--- src/rtl/wmbuf_pkg.sv ---
package wmbuf_pkg;

    typedef enum logic [1:0] {
        OP_IDLE = 2'b00,
        OP_PUSH = 2'b01,
        OP_POP  = 2'b10,
        OP_BOTH = 2'b11
    } op_e;

    function automatic logic [3:0] wm_block(input logic [1:0] wm);
        return 4'd1 << wm;
    endfunction

endpackage

--- src/rtl/wmbuf_ptr.sv ---
module wmbuf_ptr #(
    parameter int AW = 5,
    parameter int CW = AW + 1
) (
    input  logic [AW-1:0] base,
    input  logic [CW-1:0] size,
    input  logic [AW-1:0] cur,
    output logic [AW-1:0] nxt
);
    logic [CW-1:0] last_addr;

    always_comb begin
        last_addr = CW'(base) + size - CW'(1);
        if ({1'b0, cur} == last_addr) begin
            nxt = base;
        end else begin
            nxt = cur + AW'(1);
        end
    end
endmodule

--- src/rtl/wmbuf_req.sv ---
module wmbuf_req #(
    parameter int CW = 6
) (
    input  logic          run,
    input  logic [CW-1:0] count,
    input  logic [CW-1:0] size,
    input  logic [1:0]    full_wm,
    input  logic [1:0]    empty_wm,
    input  logic          wr_irq_en,
    input  logic          wr_dma_en,
    input  logic          rd_irq_en,
    input  logic          rd_dma_en,
    output logic          full,
    output logic          empty,
    output logic          irq,
    output logic          dma_wr,
    output logic          dma_rd
);
    import wmbuf_pkg::*;

    logic [CW-1:0] free_slots;
    logic          wr_want;
    logic          rd_want;

    always_comb begin
        free_slots = size - count;
        full       = free_slots < CW'(wm_block(full_wm));
        empty      = count < CW'(wm_block(empty_wm));
        wr_want    = run & ~full;
        rd_want    = run & ~empty;
        dma_wr     = wr_want & wr_dma_en;
        dma_rd     = rd_want & rd_dma_en;
        irq        = (wr_want & wr_irq_en) | (rd_want & rd_irq_en);
    end
endmodule

--- src/rtl/wmbuf_top.sv ---
module wmbuf_top #(
    parameter  int DATA_W    = 16,
    parameter  int MEM_DEPTH = 32,
    localparam int AW        = $clog2(MEM_DEPTH),
    localparam int CW        = AW + 1
) (
    input  logic              clk,
    input  logic              rst_n,
    input  logic              run,
    input  logic [AW-1:0]     cfg_base,
    input  logic [CW-1:0]     cfg_size,
    input  logic [1:0]        cfg_full_wm,
    input  logic [1:0]        cfg_empty_wm,
    input  logic              wr_irq_en,
    input  logic              wr_dma_en,
    input  logic              rd_irq_en,
    input  logic              rd_dma_en,
    input  logic              push,
    input  logic [DATA_W-1:0] push_data,
    input  logic              pop,
    output logic [DATA_W-1:0] pop_data,
    output logic [CW-1:0]     level,
    output logic              full_flag,
    output logic              empty_flag,
    output logic              irq,
    output logic              dma_wr_req,
    output logic              dma_rd_req,
    output logic              overflow_err,
    output logic              underflow_err
);
    import wmbuf_pkg::*;

    localparam int NPTR = 2;
    localparam int WIDX = 0;
    localparam int RIDX = 1;

    typedef struct packed {
        logic [AW-1:0]     wptr;
        logic [AW-1:0]     rptr;
        logic [CW-1:0]     count;
        logic              ovf;
        logic              unf;
        logic [DATA_W-1:0] rdata;
    } state_t;

    state_t st_q, st_d;
    logic [DATA_W-1:0] mem_q [MEM_DEPTH];

    logic [NPTR-1:0][AW-1:0] cur_ptr;
    logic [NPTR-1:0][AW-1:0] nxt_ptr;
    logic has_room, has_data, do_push, do_pop;
    op_e  op;

    assign cur_ptr[WIDX] = st_q.wptr;
    assign cur_ptr[RIDX] = st_q.rptr;

    for (genvar g = 0; g < NPTR; g++) begin : g_ptr
        wmbuf_ptr #(.AW(AW), .CW(CW)) u_ptr (
            .base (cfg_base),
            .size (cfg_size),
            .cur  (cur_ptr[g]),
            .nxt  (nxt_ptr[g])
        );
    end

    wmbuf_req #(.CW(CW)) u_req (
        .run       (run),
        .count     (st_q.count),
        .size      (cfg_size),
        .full_wm   (cfg_full_wm),
        .empty_wm  (cfg_empty_wm),
        .wr_irq_en (wr_irq_en),
        .wr_dma_en (wr_dma_en),
        .rd_irq_en (rd_irq_en),
        .rd_dma_en (rd_dma_en),
        .full      (full_flag),
        .empty     (empty_flag),
        .irq       (irq),
        .dma_wr    (dma_wr_req),
        .dma_rd    (dma_rd_req)
    );

    always_comb begin
        has_room = st_q.count != cfg_size;
        has_data = st_q.count != '0;
        do_push  = run & push & has_room;
        do_pop   = run & pop & has_data;
        op       = op_e'({do_pop, do_push});

        st_d = st_q;
        if (!run) begin
            st_d.wptr  = cfg_base;
            st_d.rptr  = cfg_base;
            st_d.count = '0;
            st_d.ovf   = 1'b0;
            st_d.unf   = 1'b0;
        end else begin
            if (do_push) st_d.wptr = nxt_ptr[WIDX];
            if (do_pop)  st_d.rptr = nxt_ptr[RIDX];
            unique case (op)
                OP_PUSH: st_d.count = st_q.count + CW'(1);
                OP_POP:  st_d.count = st_q.count - CW'(1);
                default: st_d.count = st_q.count;
            endcase
            if (push && !has_room) st_d.ovf = 1'b1;
            if (pop && !has_data)  st_d.unf = 1'b1;
            if (pop) st_d.rdata = has_data ? mem_q[st_q.rptr] : '0;
        end
    end

    always_ff @(posedge clk or negedge rst_n) begin
        if (!rst_n) begin
            st_q <= '0;
        end else begin
            st_q <= st_d;
        end
    end

    always_ff @(posedge clk) begin
        if (do_push) mem_q[st_q.wptr] <= push_data;
    end

    assign pop_data      = st_q.rdata;
    assign level         = st_q.count;
    assign overflow_err  = st_q.ovf;
    assign underflow_err = st_q.unf;
endmodule

--- config.mk ---
export PLATFORM = sky130hd
export DESIGN_NAME = wmbuf_top
export DESIGN_NICKNAME = d
export VERILOG_FILES = /design/src/rtl/wmbuf_pkg.sv /design/src/rtl/wmbuf_ptr.sv /design/src/rtl/wmbuf_req.sv /design/src/rtl/wmbuf_top.sv
export SDC_FILE = /design/constraint.sdc
export NUM_CORES = 1
export LEC_CHECK = 0
export CORE_MARGIN = 2
export CORE_UTILIZATION = 45
export CTS_BUF_LIST = sky130_fd_sc_hd__clkbuf_2
export DETAILED_ROUTE_END_ITERATION = 12
export DONT_BUFFER_PORTS = 1
export HOLD_SLACK_MARGIN = 0.1
export PLACE_DENSITY = 0.7
export SLEW_MARGIN = 20
export SYNTH_ARGS = -nofsm -noshare
export SYNTH_HDL_FRONTEND = slang
export SYNTH_SLANG_ARGS = --single-unit
--- constraint.sdc ---
create_clock -name clk -period 3.23 [get_ports clk]
set_input_delay 0.4845 -clock clk [delete_from_list [all_inputs] [get_ports clk]]
set_output_delay 0.4845 -clock clk [all_outputs]
set_load 0.05 [all_outputs]
==> Yosys cells after proc, flatten, opt, wreduce, memory -nomap -nowiden <==
Memories as Yosys holds them, arrays and structs flattened.
Cells that the tools add are included.
{ "op_classes": {"div_mod_pow": 0, "reduce_logical": 6, "shifts": 2, "bitwise": 13, "n_mul": 0, "n_lt_le_gt_ge": 2, "n_addsub": 7, "mux": 11, "eq_ne": 10} }
{ "ops": {"columns": ["cell", "count"], "rows": [
  ["$mux W5", 4],
  ["$mux W18", 1],
  ["$mux W16", 1],
  ["$eq A5 B6 Y1", 2],
  ["$lt A6 B4 Y1", 2],
  ["$pmux W6 S2", 1],
  ["$sub A6 B1 Y6 const B", 2],
  ["$add A5 B1 Y5 const B", 2],
  ["$and A1 B1 Y1", 10],
  ["$ne A2 B1 Y1 const B", 4],
  ["$shl A1 B2 Y4 const A", 2],
  ["$add A5 B6 Y6", 1],
  ["$add A6 B1 Y6 const B", 1],
  ["$ne A6 B6 Y1", 1],
  ["$reduce_bool A6 Y1", 1],
  ["$sub A6 B6 Y6", 1],
  ["$mux W1", 4],
  ["$ne A3 B1 Y1 const B", 1],
  ["$eq A2 B1 Y1 const B", 1],
  ["$eq A2 B2 Y1 const B", 1],
  ["$logic_and A1 B1 Y1", 2],
  ["$logic_not A1 Y1", 2],
  ["$not A1 Y1", 2],
  ["$reduce_and A2 Y1", 1],
  ["$or A1 B1 Y1", 1]
]} }
{ "word_totals": {"romBits": 0, "n_memories": 1, "ramBits": 512, "reg_bits": 34, "word_cells": 58, "latchBits": 0} }
{ "mem_list": {"columns": ["memory", "depth", "word_bits", "rd", "rd_clocked_by_memory_dff", "write_ports", "line_no", "source"], "rows": [
  ["mem_q", 32, 16, 1, 0, 1, "wmbuf_top.sv:47", "logic [DATA_W-1:0] mem_q [MEM_DEPTH];"]
]} }

==> Logic depth before layout (Yosys ltp) <==
Gate-level depths: netlist (run 1).
{ "logic_depth": {"word_depth": 6, "depth_mapped": 15, "mapped_depth_nobuf": 13} }

==> Cells and area by module <==
From an unflattened synthesis (run 1), not the netlist that was laid out.
{ "unflattened": {"cells_unflattened": 1112, "area_unflattened_um2": 22494.1} }
{ "modules_own_cells": {"columns": ["mod", "n_inst", "area_each_um2", "cells_per_inst", "seq_area_each_um2"], "rows": [
  ["wmbuf_top", 1, 21164.0, 946, 16225.6],
  ["wmbuf_ptr", 2, 446.7, 54, 0.0],
  ["wmbuf_req", 1, 436.7, 58, 0.0]
]} }

==> Worst setup path after synthesis (run 1) <==
Ideal clock, no wire load.
{ "synth_timing": {"kind": "flip-flop to output port", "start": "register st_q, in the netlist level[1]", "end": "output irq", "n_path_buf": 0, "required_time_ns": 2.745, "path_slack_ns": -0.902, "arrival_time_ns": 3.647, "stages_incl_launch_ff": 9, "path_cell_list": "dfrtp_1 -> inv_1 -> fa_1 -> ha_1 -> a21o_1 -> a21o_1 -> a221o_1 -> a211oi_2 -> o21ai_1"} }
{ "synth_between": {"elab_chain_cells": 6, "word_cells_on_any_way": 10} }
{ "synth_rtl": {"columns": ["element", "line_no", "source"], "rows": [
  ["start: declaration", "wmbuf_top.sv:46", "state_t st_q, st_d;"],
  ["start signal: assignment", "wmbuf_top.sv:115", "st_q <= st_d;"],
  ["$sub A6 B6 Y6", "wmbuf_req.sv:26", "free_slots = size - count;"],
  ["$lt A6 B4 Y1", "wmbuf_req.sv:27", "full = free_slots < CW'(wm_block(full_wm));"],
  ["named net full_flag", "wmbuf_top.sv:23", "output logic full_flag,"],
  ["$not A1 Y1", "wmbuf_req.sv:29", "wr_want = run & ~full;"],
  ["$and A1 B1 Y1", "wmbuf_req.sv:29", null],
  ["$and A1 B1 Y1", "wmbuf_req.sv:33", "irq = (wr_want & wr_irq_en) | (rd_want & rd_irq_en);"],
  ["$or A1 B1 Y1", "wmbuf_req.sv:33", null],
  ["end: declaration", "wmbuf_top.sv:25", "output logic irq,"]
]} }
The timed path passes the listed nets, and every way through them passes these cells.

==> Final worst setup path (run 1) <==
{ "layout_timing": {"start": "register st_q, in the netlist level[0]", "end": "output irq"} }
{ "layout_between": {"elab_chain_cells": 6, "word_cells_on_any_way": 10} }
{ "layout_rtl": {"columns": ["element", "line_no"], "rows": [
  ["$sub A6 B6 Y6", "wmbuf_req.sv:26"],
  ["$lt A6 B4 Y1", "wmbuf_req.sv:27"],
  ["$not A1 Y1", "wmbuf_req.sv:29"],
  ["$and A1 B1 Y1", "wmbuf_req.sv:29"],
  ["$and A1 B1 Y1", "wmbuf_req.sv:33"],
  ["$or A1 B1 Y1 *", "wmbuf_req.sv:33"]
]} }
Every way passes the cells marked *; elsewhere a longest branch is shown, timed or not.

==> results.cfg, run 1 <==
[pwr]
total_power_mw = 16.9
power_density_mw_per_mm2 = 659
switchingPower_mw = 5.34
irDropWorstVdd_uv = 246
p_comb_share_pct = 20.6
intPower_mw = 11.6
p_sw_share_pct = 31.5
clock_power_share_pct = 28.1
p_leak_nw = 8.80
seqPwrFrac_pct = 51.4

[global_routing]
grt_usage_pct = 21.0
antenna_found_initial = 6
grt_overflow_total = 0
grt_pass1_wl_um = 77700
grt_pass1_vias = 12700
grt_max_degree = 37

[yosys]
synthCells = 1159
ys_ff_latch = 546
synth.area.top_cells = edfxtp_1, mux4_2, dfrtp_1, ha_1, a22oi_1
synth_edf_count = 512
synth_cell_types = 60
synth_fp_nets = 1228
ys.flop_type = edfxtp_1
ys_warn_count = 0
syn_area_mm2 = 0.0222
synth_top_cell_area_share_pct = 69.3
synth.avg_cell_area_um2 = 19.1
async_reset_ff_share_pct = 6.23
ys_seq_area_share_pct = 73.1
yosys.area.top_type = edfxtp_1

[critical_path]
worstPathArrival_ps = 3560
cp.required_ps = 2750
end_kind = output port
cp-start-kind = register
cp_slowest_cell = dfrtp_2
critPathKind = reg -> out
crit_top_cell = a21o_1
cp.depth = 10
cp_num_buf_inv = 2
slowest_delay_ps = 440
crit_path_cell_trace = ha_4 > inv_2 > fa_1 > ha_1 > a21o_1 > a21o_1 > a221o_1 > a211oi_4 > buf_6 > o21ai_4
cp_top_family = compound AO/OA/AOI/OAI gates
r2r_cells = 14
critPathMaxFanout = 2

[timing]
fmax_ghz = 0.247
rsz0062_at_grt = true
maxSlewViolCount = 0
finalHoldViolCount = 0
max_slew_margin_pct = 34.1
finalClockSkew_ps = 119
setup_slack_ps = -811
period_minus_slack_ps = 4040
setup_viol = 10
worst_pin_slew_ps = 986
timing.final.crit_share_pct = 125

[routing]
initialDrtViolationCount = 1429
final_antenna_net_count = 0
viasPerCell = 5.76
post-route-drc-count = 0
vias = 12300
wirelength_um = 52500
routedWlPerCell_um = 24.5
dr.pass1.iters = 5

[cells_and_area]
syn_to_final_growth_pct = 15.7
nNetsFinal = 1449
drive_above_1_share_pct = 32.7
fill_cells = 3866
utilization_pct = 52.6

[clock_network]
cts_sinks = 546
cts.clk_slew.worst_paths_ps = 120
insertion_delay_ps = 1110
cts_root_buf = clkbuf_2
numCtsBuffers = 136
h-tree-depth = 4
cts_tree = yes
ctsLongestPathBuffers = 3

[run_status]
violations = negative setup slack
status = complete, but fails checks

[floorplanning]
core_area_mm2 = 0.0488
die-height_um = 226
initial_core_util_pct = 45.4
rows = 81
die_w_um = 226
ioPinCount = 69
die_area_mm2 = 0.0511

[flow_run]
cap_violations = 0

[place]
globalplace.congestion = 0.852
portBuffers = 0
place_ws_ps = 80.0
dp_hpwl_um = 31600

[worst_hold_path]
min_path_cells = 6
hold_class = in -> reg
[timing repair]
item                                    CTS  global route
hold buffers                             57             1
endpoints found under the hold margin   623             2
pin swaps                                 5             7
resized for setup                        11            13
setup buffers                             2             6
endpoints found under the setup margin    5            13
gates cloned                              0             1
[cells in the final DEF (no fill, tap or decap), types with 11 or more instances in the layout]
master | Yosys | routed
clkinv_1 | 0 | 18
o21ai_1 | 13 | 13
buf_4 | 9 | 76
nor2_1 | 50 | 49
nand3_1 | 20 | 20
a21oi_1 | 35 | 35
inv_1 | 31 | 27
clkbuf_2 | 1 | 199
buf_12 | 0 | 26
a31oi_1 | 11 | 11
ha_1 | 27 | 24
a22oi_1 | 36 | 36
edfxtp_1 | 512 | 512
dlygate4sd3_1 | 0 | 38
mux2i_1 | 15 | 15
mux4_2 | 128 | 128
o22ai_1 | 18 | 18
nand2_1 | 42 | 41
dfrtp_1 | 34 | 27
[power by group through the flow]
stage / Clock, mW / Combinational [mW] / Sequential [mW]
final: 4.75 / 3.48 / 8.69
after floorplan: 0 / 2.24 / 8.67
after global placement: 0 / 3.01 / 8.83
after CTS: 4.89 / 3.37 / 8.67
after global routing: 5.25 / 3.71 / 8.71
after detailed placement: 0 / 3.05 / 8.84
[worst min-delay path, delay by kind of cell]
family / cells / cell delay [ps]
simple gates: 2 / 270
compound gates: 2 / 190
fa+ha+maj: 1 / 180
buf+inv: 1 / 150
[synthesized netlist by cell type, drive strengths merged (3+ instances only)]
| cell | n |
|---|---|
| a211oi | 8 |
| a21o | 7 |
| a21oi | 36 |
| a22o | 7 |
| a22oi | 36 |
| a2bb2oi | 4 |
| a311o | 3 |
| a31oi | 11 |
| and3 | 3 |
| buf | 35 |
| clkbuf | 28 |
| dfrtp | 34 |
| edfxtp | 512 |
| ha | 27 |
| inv | 31 |
| mux2i | 15 |
| mux4 | 128 |
| nand2 | 43 |
| nand2b | 7 |
| nand3 | 20 |
| nand3b | 3 |
| nor2 | 50 |
| nor2b | 6 |
| nor3 | 12 |
| o211ai | 3 |
| o21ai | 18 |
| o22ai | 18 |
| o31a | 3 |
| o31ai | 3 |
| or3 | 3 |
| or3b | 3 |
| or4 | 3 |
| xnor2 | 8 |
| xor2 | 9 |
[area by class of cell]
class                   count  area [um^2]  area share, %
flip-flops and latches    546        16200           63.3
multi-input cells         519         5640           22.0
clock inverters            33          300           1.17
repair buffers            146         1550           6.03
diodes                      2         5.00         0.0195
inverters                  31          123          0.478
clock buffers             198          991           3.86
well taps                 664          831           3.24
[cells by family after synthesis]
group / after synthesis / share of synthesized area (%)
flops: 546 / 73.1
compound gates: 168 / 5.16
simple gates: 160 / 3.51
mux: 143 / 13.7
buf+inv: 94 / 1.94
fa+ha+maj: 29 / 1.70
xor+xnor: 19 / 0.874
[routing by layer]
layer	routed length (um)	vias to the layer above	GRT usage, %
met4	1500	8	8.70
li1	-	5270	-
met3	5090	100	6.04
met5	35	-	0
met2	24700	631	32.3
met1	21200	6308	28.3
[state kept, by name, summed over array words and instances, names as in the netlist]
signal / flops
cur_ptr: 10
mem_q: 512
level: 6
overflow_err: 1
pop_data: 16
underflow_err: 1
[worst paths after layout]
check	end	startpoint	slack [ps]
setup / recovery	irq	level[0]	-810
hold / removal	level[1]	cfg_size[1]	200
setup reg to reg	level[5]	level[2]	160
hold reg to reg	level[5]	level[5]	710
max in group asynchronous	cur_ptr[8]	rst_n	2470
min in group asynchronous	pop_data[4]	rst_n	450
[per-stage QoR]
| step | cell area (um^2) | TNS, ps | hold slack, ps | std cells |
|---|---|---|---|---|
| final | 25700 | -3590 | 201 | 2139 |
| after global routing | 25700 | -4850 | 148 | 2139 |
| after floorplan | 22200 | -435 | 189 | 1159 |
| after CTS | 25500 | -3430 | 127 | 2129 |
| after global placement | 23400 | 0 | 190 | 1839 |
| after detailed placement | 23400 | 0 | 190 | 1839 |
Power figures use the tool's default switching activity.
==> inputs of run 2 (changes only) <==
--- a/config.mk
+++ b/config.mk
@@ -12,6 +12,7 @@
 export DONT_BUFFER_PORTS = 1
 export HOLD_SLACK_MARGIN = 0.1
 export PLACE_DENSITY = 0.7
+export RECOVER_POWER = 50
 export SLEW_MARGIN = 20
 export SYNTH_ARGS = -nofsm -noshare
 export SYNTH_HDL_FRONTEND = slang
==> run 2 against run 1 <==
  * The flow finishes with violations (max-capacitance violations, max-slew violations, negative setup slack)
  * Sequential cell count did not move
  * Clock-buffer cell count did not move
  * Hold slack got worse by 14 ps
  * Combinational power fell by 1%
  * Core utilization fell by 0.61 points
  * Via count fell by 0.44%
  * Clock skew fell by 0.55 ps
  * Routed wire length fell by 0.14%
  * Global-route usage did not move
  * Clock power barely moved
  * Sequential power barely moved
  * Fmax fell by 0.29%
==> results.cfg, run 2 (synthesis results as in run 1) <==
[cells_and_area]
regMostFlops = mem_q
largest_register_ffs = 512
layout_common_cells = edfxtp_1, clkbuf_2, mux4_2, buf_4, nor2_1
drive_above_1_share_pct = 31.3
layout.cells.most_common = edfxtp_1
utilization_pct = 51.9
nNetsFinal = 1449
syn_to_final_growth_pct = 14.4

[pwr]
p_leak_nw = 8.65
switchingPower_mw = 5.33
clock_power_share_pct = 28.2
power_density_mw_per_mm2 = 665
irDropWorstVdd_uv = 247
p_comb_share_pct = 20.3
total_power_mw = 16.9
intPower_mw = 11.5
p_sw_share_pct = 31.6
seqPwrFrac_pct = 51.5

[global_routing]
grt_pass1_wl_um = 77700
grt_usage_pct = 21.0
grt_pass1_vias = 12700
antenna_found_initial = 6
grt_overflow_total = 0
grt_max_degree = 37

[clock_network]
numCtsBuffers = 136
ctsLongestPathBuffers = 3
cts_sinks = 546
cts_root_buf = clkbuf_2
cts.clk_slew.worst_paths_ps = 120
h-tree-depth = 4
insertion_delay_ps = 1120
cts_tree = yes

[floorplanning]
die_area_mm2 = 0.0511
core_area_mm2 = 0.0488
ioPinCount = 69
initial_core_util_pct = 45.4
die_w_um = 226
die-height_um = 226
rows = 81

[routing]
vias = 12300
final_antenna_net_count = 0
dr.pass1.iters = 8
routedWlPerCell_um = 24.5
viasPerCell = 5.73
post-route-drc-count = 0
wirelength_um = 52400
initialDrtViolationCount = 1303

[worst_hold_path]
hold-path-endpoint = level[1]
hold_class = in -> reg
hp-start = cfg_size[1]
min_path_cells = 6

[critical_path]
critPathMaxFanout = 2
critPathKind = reg -> out
cp_top_family = compound AO/OA/AOI/OAI gates
cp_slowest_cell = dfrtp_2
slowest_delay_ps = 440
worstPathArrival_ps = 3570
cp-start-kind = register
r2r_cells = 12
rrSetupSlack_ps = 60
cp.required_ps = 2750
end_kind = output port
r2r-start = level[3]
crit_top_cell = a21o_1
cp_num_buf_inv = 2
crit_path_cell_trace = ha_4 > inv_2 > fa_1 > ha_1 > a21o_1 > a21o_1 > a221o_1 > a211oi_4 > buf_6 > o21ai_4
timing.rr.end = level[5]

[timing]
rsz0062_at_grt = true
fmax_ghz = 0.247
max_slew_margin_pct = -43.9
finalClockSkew_ps = 118
finalHoldViolCount = 0
setup_viol = 10
period_minus_slack_ps = 4050
worst_pin_slew_ps = 2160
setup_slack_ps = -823
timing.final.crit_share_pct = 125
maxSlewViolCount = 464

[run_status]
violations = max-capacitance violations, max-slew violations, negative setup slack
status = complete, but fails checks

[flow_run]
cap_violations = 15

[place]
dp_hpwl_um = 31600
portBuffers = 0
globalplace.congestion = 0.852
==> run 2: cell types whose count changed in the layout (fill, tap and decap cells not counted) <==
cell / change
clkbuf_1: +19
buf_12: -18
buf_4: -2
clkdlybuf4s25_1: +1
nor3_1: +1
nor3_2: -1
==> run 2: how the worst max path moves through the flow <==
| stage | from | to | slack [ps] | cells after the start |
|---|---|---|---|---|
| 6_report | level[0] | irq | -820 | 10 |
| 5_1_grt | level[1] | irq | -1030 | 11 |
| 4_1_cts | level[0] | irq | -920 | 10 |
| 3_5_place_dp | cfg_size[0] | irq | 80 | 11 |
| 3_3_place_gp | cfg_size[0] | irq | 100 | 11 |
| 2_1_floorplan | level[0] | irq | -240 | 9 |
==> run 2: metrics by stage <==
stage | hold WS (ps) | cell area [um^2] | setup TNS, ps | std cells | setup WS (ps)
after floorplan | 189 | 22200 | -435 | 1159 | -236
after global placement | 190 | 23400 | 0 | 1839 | 97.8
after detailed placement | 190 | 23400 | 0 | 1839 | 80.0
after CTS | 127 | 25500 | -3430 | 2129 | -923
after global routing | 148 | 25400 | -5030 | 2139 | -1030
final | 187 | 25400 | -3550 | 2139 | -823
==> run 2: layout make-up <==
type | instances | area, um^2
fill | 3913 | 23500
sequential | 546 | 16200
multi-input combinational | 519 | 5630
timing repair buffer | 146 | 1250
clock buffer | 198 | 991
tap | 664 | 831
clock inverter | 33 | 300
inverter | 31 | 123
antenna | 2 | 5.00
==> run 2: tightest hold or removal path, stage by stage <==
cell	delay, ps
ha_4	180
nand3_1	140
o31ai_4	100
clkbuf_2	150
nand2_2	120
o22ai_1	90
==> run 2: routing by layer <==
| layer | global-route usage [%] | routed length, um | up-vias |
|---|---|---|---|
| li1 | - | - | 5261 |
| met1 | 28.3 | 21300 | 6278 |
| met2 | 32.3 | 24400 | 611 |
| met3 | 6.04 | 5080 | 105 |
| met4 | 8.70 | 1670 | 8 |
| met5 | 0 | 35 | - |
==> run 2: power by group through the flow <==
| stage | combinational (mW) | clock [mW] | sequential [mW] |
|---|---|---|---|
| 5_1_grt | 3.65 | 5.25 | 8.72 |
| 4_1_cts | 3.37 | 4.89 | 8.67 |
| 3_5_place_dp | 3.05 | 0 | 8.84 |
| 6_report | 3.43 | 4.75 | 8.70 |
| 3_3_place_gp | 3.01 | 0 | 8.83 |
| 2_1_floorplan | 2.24 | 0 | 8.67 |
==> run 2: repair_timing <==
item,CTS,global route
gates resized for setup,11,13
pin swaps,5,7
cloned,0,1
hold endpoints to repair,623,2
setup endpoints to repair,5,13
setup buffers,2,6
hold buffers,57,1
==> inputs of run 3 (changes only) <==
--- a/config.mk
+++ b/config.mk
@@ -5,6 +5,7 @@
 export SDC_FILE = /design/constraint.sdc
 export NUM_CORES = 1
 export LEC_CHECK = 0
+export ABC_AREA = 1
 export CORE_MARGIN = 2
 export CORE_UTILIZATION = 45
 export CTS_BUF_LIST = sky130_fd_sc_hd__clkbuf_2
==> run 3 against run 2 <==
  * Critical path depth is 1 higher
  * Cell count is 31% higher
  * Critical path type unchanged
  * Largest cell class unchanged
  * Via count is 29% higher
  * Critical endpoint is now dma_wr_req
  * Sequential share of layout area is 0.57 points lower
  * Sequential cell count stayed put
  * Largest power group unchanged
  * First-iteration DRC count is 40% higher
  * The run still ends with max-capacitance violations, max-slew violations, negative setup slack left
  * Clock skew is 5.6 ps lower
  * Routed wire length is 10% higher
==> results.cfg, run 3 <==
[yosys]
yosysMostFrequentCell = edfxtp_1
synth-xor-area-share_pct = 0.731
synth_compound_area_share_pct = 10.4
synth.area.top_cells = edfxtp_1, nor2_1, o21ai_0, dfrtp_1, nand2_1
synth_cell_types = 36
synthSimpleGateAreaFrac_pct = 12.0
synth_fp_nets = 1936
synth.avg_cell_area_um2 = 12.2
ys_ff_latch = 546
async_reset_ff_share_pct = 6.23
ys_warn_count = 0
ys_seq_area_share_pct = 71.3
synthCells = 1867
synth_edf_count = 512
synth_top_family_by_area = simple AND/OR/NAND/NOR gates
synth_top_cell_area_share_pct = 67.5
synthMuxAreaShare_pct = 0.352
syn_area_mm2 = 0.0228
synth_fa_ha_area_share_pct = 1.66
yosys.area.top_type = edfxtp_1
ys.flop_type = edfxtp_1
synth_common_cells = edfxtp_1, nor2_1, o21ai_0

[clock_network]
ctsLongestPathBuffers = 3
insertion_delay_ps = 1110
numCtsBuffers = 136
cts_root_buf = clkbuf_2
h-tree-depth = 4
cts_sinks = 546
cts_tree = yes
cts.clk_slew.worst_paths_ps = 120

[floorplanning]
core_area_mm2 = 0.0501
ioPinCount = 69
rows = 82
die_area_mm2 = 0.0524
die-height_um = 229
die_w_um = 229
initial_core_util_pct = 45.5

[timing]
period_minus_slack_ps = 3690
max_slew_margin_pct = -45.2
rsz0062_at_grt = true
setup_slack_ps = -465
fmax_ghz = 0.271
setup_viol = 5
timing.hold.ws_ps = 271
finalClockSkew_ps = 112
finalHoldViolCount = 0
timing.final.crit_share_pct = 114
worst_pin_slew_ps = 2180
maxSlewViolCount = 200

[routing]
dr.pass1.iters = 6
post-route-drc-count = 0
initialDrtViolationCount = 1824
viasPerCell = 5.65
vias = 15800
wirelength_um = 57700
routedWlPerCell_um = 20.6
final_antenna_net_count = 0

[pwr]
p_leak_nw = 9.05
power_density_mw_per_mm2 = 768
total_power_mw = 19.7
irDropWorstVdd_uv = 482

[cells_and_area]
fill_cells = 4355
fin_cells = 2796
regMostFlops = mem_q
largest_register_ffs = 512
syn_to_final_growth_pct = 12.4
utilization_pct = 51.1
drive_above_1_share_pct = 16.2
layout.cells.most_common = edfxtp_1
nNetsFinal = 2092
layout_common_cells = edfxtp_1, nor2_1, o21ai_0, clkbuf_2, nand2_1

[critical_path]
cp.depth = 11
slowest_delay_ps = 380
timing.rr.end = level[2]
cp_top_family = adder cells
rrSetupSlack_ps = -130
crit_path_cell_trace = ha_2 > inv_2 > fa_2 > xor2_2 > ha_1 > inv_2 > nor2_2 > o21ai_2 > nand3_2 > and3_4 > buf_12
r2r-start = level[2]
end_kind = output port
critPathLaunch = level[0]
critPathKind = reg -> out
critPathMaxFanout = 3
cp_slowest_cell = dfrtp_1
cp.required_ps = 2750
cp-start-kind = register
endpoint = dma_wr_req
crit_top_cell = inv_2
cp_num_buf_inv = 3
worstPathArrival_ps = 3210
r2r_cells = 14

[global_routing]
antenna_found_initial = 1
grt_pass1_wl_um = 88600
grt_pass1_vias = 15600
grt_usage_pct = 21.9
grt_overflow_total = 0
grt_max_degree = 96

[place]
globalplace.congestion = 0.898
portBuffers = 0
dp_hpwl_um = 33300
place_ws_ps = 391
dp_cells = 2494

[run_status]
violations = max-capacitance violations, max-slew violations, negative setup slack
status = complete, but fails checks

[worst_hold_path]
hold_class = in -> reg

[flow_run]
cap_violations = 6
==> run 3: power breakdown <==
part	leakage, nW	switching [mW]	internal, mW
clock network	0.937	2.68	1.80
registers	5.03	0.690	7.98
logic	3.08	4.38	2.13
total	9.05	7.74	11.9
==> run 3: tightest hold or removal path, stage by stage <==
cell	delay (ps)
dlygate4sd3_1	550
inv_2	60
nand2_1	60
nand3_1	60
nand2_1	80
==> run 3: cells by family after synthesis <==
family / count (synthesis)
muxes: 8
buffers and inverters: 185
DFF: 546
AOI/OAI and AO/OA: 419
xor gates and xnor gates: 19
adders and majority gates: 29
and+or+nand+nor: 661
==> run 3: cell type report <==
class	count	area, um^2	area share, %
repair buffers	131	1150	4.49
diodes	1	2.50	0.00978
flip-flops and latches	546	16200	63.4
clock buffers	196	981	3.83
multi-input cells	1136	5870	22.9
well taps	672	841	3.28
clock inverters	42	233	0.909
inverters	72	284	1.11
==> run 3: how the worst min path moves through the flow <==
| stage | startpoint | depth (start not counted) | endpoint |
|---|---|---|---|
| 2_1_floorplan | rst_n | 0 | cur_ptr[0] |
| 3_3_place_gp | rst_n | 0 | level[4] |
| 3_5_place_dp | rst_n | 0 | level[4] |
| 4_1_cts | cfg_base[1] | 5 | cur_ptr[6] |
| 5_1_grt | cfg_base[1] | 5 | cur_ptr[6] |
| 6_report | cfg_base[1] | 5 | cur_ptr[6] |
==> run 3: repair_timing <==
item,in CTS,in global routing
buffers inserted,4,7
hold buffers,48,4
hold endpoints to repair,596,128
pin swaps,9,6
cloned,0,0
endpoints found under the setup margin,5,8
gates resized for setup,19,35
==> run 3: metrics by stage <==
stage                     instance area, um^2  setup TNS [ps]
after floorplan                         22800               0
after global placement                  23700               0
after detailed placement                23700               0
after CTS                               25600           -1660
after global routing                    25600           -3190
final                                   25600           -1480
==> run 3: layer usage <==
| layer | track usage [%] | vias to the layer above | share of wire (%) | routed length (um) |
|---|---|---|---|---|
| met5 | 0 | - | 0 | 0 |
| met4 | 9.40 | 0 | 3.3 | 1880 |
| met3 | 4.97 | 117 | 8.2 | 4740 |
| met2 | 36.3 | 743 | 49 | 28300 |
| met1 | 27.8 | 7771 | 39 | 22700 |
| li1 | - | 7162 | - | - |
